===== src/rtl/bac_pkg.sv =====
package bac_pkg;

  typedef enum logic [1:0] {
    SRC_ZERO = 2'd0,
    SRC_EXT  = 2'd1,
    SRC_STEP = 2'd2,
    SRC_KEEP = 2'd3
  } addr_src_e;

  // Fixed priority: clear > strobe > count > hold
  function automatic addr_src_e pick_source(input logic clr_n,
                                            input logic stb_n,
                                            input logic cnt_n);
    if (!clr_n)      return SRC_ZERO;
    else if (!stb_n) return SRC_EXT;
    else if (!cnt_n) return SRC_STEP;
    else             return SRC_KEEP;
  endfunction

endpackage


===== src/rtl/bac_ctrl.sv =====
module bac_ctrl
  import bac_pkg::*;
(
  input  logic      clr_n,
  input  logic      stb_n,
  input  logic      cnt_n,
  output addr_src_e src
);

  always_comb begin
    src = pick_source(clr_n, stb_n, cnt_n);
  end

endmodule


===== src/rtl/bac_step.sv =====
module bac_step #(
  parameter int AW = 14
) (
  input  logic [AW-1:0] cur,
  output logic [AW-1:0] nxt,
  output logic          at_top
);

  localparam logic [AW-1:0] TOP = {AW{1'b1}};

  function automatic logic [AW-1:0] step_addr(input logic [AW-1:0] a);
    return a + {{(AW-1){1'b0}}, 1'b1};
  endfunction

  always_comb begin
    nxt    = step_addr(cur);
    at_top = (cur == TOP);
  end

endmodule


===== src/rtl/bac_mux.sv =====
module bac_mux
  import bac_pkg::*;
#(
  parameter int AW = 14
) (
  input  addr_src_e     src,
  input  logic [AW-1:0] ext,
  input  logic [AW-1:0] cur,
  input  logic [AW-1:0] nxt,
  output logic [AW-1:0] addr
);

  always_comb begin
    unique case (src)
      SRC_ZERO: addr = '0;
      SRC_EXT:  addr = ext;
      SRC_STEP: addr = nxt;
      default:  addr = cur;
    endcase
  end

endmodule


===== src/rtl/burst_addr_counter.sv =====
module burst_addr_counter
  import bac_pkg::*;
#(
  parameter int AW = 14
) (
  input  logic          clk,
  input  logic          rst_n,
  input  logic [AW-1:0] ext_addr,
  input  logic          strobe_n,
  input  logic          count_n,
  input  logic          cnt_clr_n,
  output logic [AW-1:0] mem_addr
);

  addr_src_e     src;
  logic [AW-1:0] cnt_q;
  logic [AW-1:0] cnt_inc;
  logic          cnt_at_top;
  logic          wrap_evt;
  logic          step_evt;

  bac_ctrl u_ctrl (
    .clr_n (cnt_clr_n),
    .stb_n (strobe_n),
    .cnt_n (count_n),
    .src   (src)
  );

  bac_step #(.AW(AW)) u_step (
    .cur    (cnt_q),
    .nxt    (cnt_inc),
    .at_top (cnt_at_top)
  );

  bac_mux #(.AW(AW)) u_mux (
    .src  (src),
    .ext  (ext_addr),
    .cur  (cnt_q),
    .nxt  (cnt_inc),
    .addr (mem_addr)
  );

  // Named events for the checker
  assign step_evt = (src == SRC_STEP);
  assign wrap_evt = step_evt && cnt_at_top;

  // The address used this cycle becomes the counter value
  always_ff @(posedge clk or negedge rst_n) begin
    if (!rst_n) cnt_q <= '0;
    else        cnt_q <= mem_addr;
  end

endmodule


===== config.mk =====
export PLATFORM = sky130hd
export DESIGN_NAME = burst_addr_counter
export DESIGN_NICKNAME = d
export VERILOG_FILES = /design/src/rtl/bac_pkg.sv /design/src/rtl/bac_ctrl.sv /design/src/rtl/bac_step.sv /design/src/rtl/bac_mux.sv /design/src/rtl/burst_addr_counter.sv
export SDC_FILE = /design/constraint.sdc
export NUM_CORES = 1
export LEC_CHECK = 0
export BUFFER_PORTS_ARGS = -buffer_cell sky130_fd_sc_hd__buf_2
export CAP_MARGIN = 20
export CORE_MARGIN = 5
export CORE_UTILIZATION = 45
export CTS_CLUSTER_SIZE = 25
export DETAILED_ROUTE_END_ITERATION = 12
export GPL_TIMING_DRIVEN = 0
export PLACE_DENSITY = 0.82
export SYNTH_ARGS = -nofsm -noshare
export SYNTH_HDL_FRONTEND = slang
export SYNTH_SLANG_ARGS = --single-unit

===== constraint.sdc =====
create_clock -name clk -period 4.1 [get_ports clk]
set_input_delay 0.41 -clock clk [delete_from_list [all_inputs] [get_ports clk]]
set_output_delay 0.41 -clock clk [all_outputs]
set_load 0.01 [all_outputs]

==> reports/metrics.cfg <==
[final_layout]
top_register = cnt_q
largest_register_ffs = 14
syn2layout_area_growth_pct = 25.1
fin_util = 0.578
antenna_cells = 0
top_regs = cnt_q: 14 flops
fin_nets = 142
drive_gt1_frac = 0.331

[global_routing]
met2_usage = 0.261
grt_overflow = 0
grt_first_pass_wirelength_mm = 3.43
track_usage = 0.163
grt_antenna_before_repair = 0
busiest_layer = met2
grt_pass1_vias = 760
met3_usage = 0.0416
use_met1 = 0.215
grt_max_degree = 15

[die]
io_pins = 33
die_w_um = 54.2
num_rows = 16
initial_utilization = 0.462
dieArea_mm2 = 0.00294
die_y_um = 54.2
fp.coreArea_mm2 = 0.00190

[clock_network]
postCtsSetupBuffers = 0
clk_pin_slew_ns = 0.09
h-tree-depth = 1
cts_max_path_buffers = 2
cts_buffers = 3
cts_tree = yes
cts_resized = 0
clkSinkCount = 14
root_buffer = clkbuf_4
clk-insertion-delay-late_ns = 0.28
hold_buffers = 0

[yosys]
yosysTopAreaCellShare = 0.399
yosys-top-cells-count = 14 x dfrtp_1, 10 x xnor2_1, 9 x a21oi_1
ys_seq_area_frac = 0.399
async_reset_ff_frac = 1.00
syn_nets = 107
ys_seq_elements = 14
synth_area_leaders = dfrtp_1 40%, xnor2_1 10%, a21oi_1 5.1%, nand4_4 4.8%, nor4_4 4.8%
synth_most_common_cell = dfrtp_1
ys.flop_type = dfrtp_1
synth.avg_cell_area_um2 = 10.1
yosysTopAreaCell = dfrtp_1
synth_cell_types = 24
ys_warn_count = 0
netlist_area_um2 = 878
synth_edf_count = 0
synth_cells = 87

[critical_path]
regToRegSetupSlack_ns = 2.59
cp-end-kind = primary output
crit_type = reg -> out
cp-startpoint = cnt_q[0]
cp_data_arrival_time_ns = 1.86
r2r-start = cnt_q[0]
cp.required_ns = 3.69
critPathLaunchType = register
crit_end = mem_addr[6]
r2r_cells = 5
path_max_fanout = 4
worstReg2RegEnd = cnt_q[6]

[drt]
wl_mm = 2.07
drt_first_pass_iters = 4
vias = 760
drc = 0
post_drt_via_cell_ratio = 5.14
ant_nets = 0
drt_iter0_markers = 9
avgRoutedWirePerCell_um = 14.0

[timing]
max_clock_freq_ghz = 0.440
drv_slew = 0
fin_crit_ns = 2.27
fin_skew_ns = 0.00846
setup_viol = 0
timing.final.crit_share = 0.554
hold_violations = 0
rsz0062_at_grt = no
slew_headroom = 0.674
tns_ns = 0
worstMarginPinSlew_ns = 0.488

[power_and_ir_drop]
ir_worst_vdd_v = 0.000267
power_density_mw_per_mm2 = 295
leakage_uw = 0.000525

[status]
status = finished, final reports clean

[min_path]
hold_path_class = in -> async

[place]
dp_hpwl_mm = 1.54
gp_congestion = 0.745
io_buffers = 30

[run]
drv_cap = 0

-- through the flow --
stage	hold slack, ns	worst slack, ns	cells	instance area, um2	power [uW]
floorplan	0.114	2.25	87	878	198
global placement	0.324	2.10	144	1060	223
detailed placement	0.324	2.06	144	1060	225
CTS	0.00670	1.80	148	1100	329
global route	0.0190	1.65	148	1100	345
finish	0.00594	1.83	148	1100	324
-- critical path, cell delays in order, from the launching register on --
cell      delay (ns)
dfrtp_1         0.45
ha_1            0.21
and3b_1         0.20
nand4_1         0.12
xor2_1          0.17
a211oi_1        0.27
buf_2           0.18
-- logic make-up after synthesis --
family          synth area share
fa+ha+maj                 0.0142
mux                       0.0342
xor+xnor                   0.130
flops                      0.399
buf+inv                   0.0385
simple gates               0.242
compound gates             0.142
-- area by class of cell --
type,instances,area [um2]
repair buffers,30,150
well taps,27,33.8
plain buffers,4,22.5
inverters,3,11.3
clock buffers,4,36.3
multi-input cells,66,494
fillers,187,803
flip-flops and latches,14,350
-- layout by cell type (no fill, tap or decap), types with 2 or more instances in the layout --
cell type / instances
xnor2_1: 10
mux2i_1: 3
clkbuf_4: 3
nor2_1: 8
inv_1: 3
clkbuf_1: 2
nand2_1: 4
nor4_4: 2
xor2_1: 3
a21oi_1: 9
buf_2: 30
nor3_1: 4
o21ai_0: 8
nand3_1: 2
dfrtp_1: 14
nand4_4: 2
a211oi_1: 4
-- worst min path at each step --
| stage | start | endpoint | slack [ns] |
|---|---|---|---|
| floorplan | rst_n | cnt_q[0] | 0.11 |
| finish | rst_n | cnt_q[10] | 0.006 |
| CTS | rst_n | cnt_q[10] | 0.007 |
| global route | rst_n | cnt_q[9] | 0.02 |
| detailed placement | rst_n | cnt_q[9] | 0.32 |
| global placement | rst_n | cnt_q[9] | 0.32 |
-- per-layer routing --
metal | part of all wire | routed length [um] | vias up
li1 | - | - | 382
met5 | 0 | 0 | -
met1 | 0.44 | 911 | 346
met2 | 0.48 | 991 | 30
met4 | 0.011 | 22 | 0
met3 | 0.068 | 141 | 2
-- power by group --
group	internal [uW]	switching (uW)
registers	148	14.3
logic	28.0	33.1
clock network	54.0	46.8
total	230	94.2
Note: power is estimated with default switching activity, not from simulation.
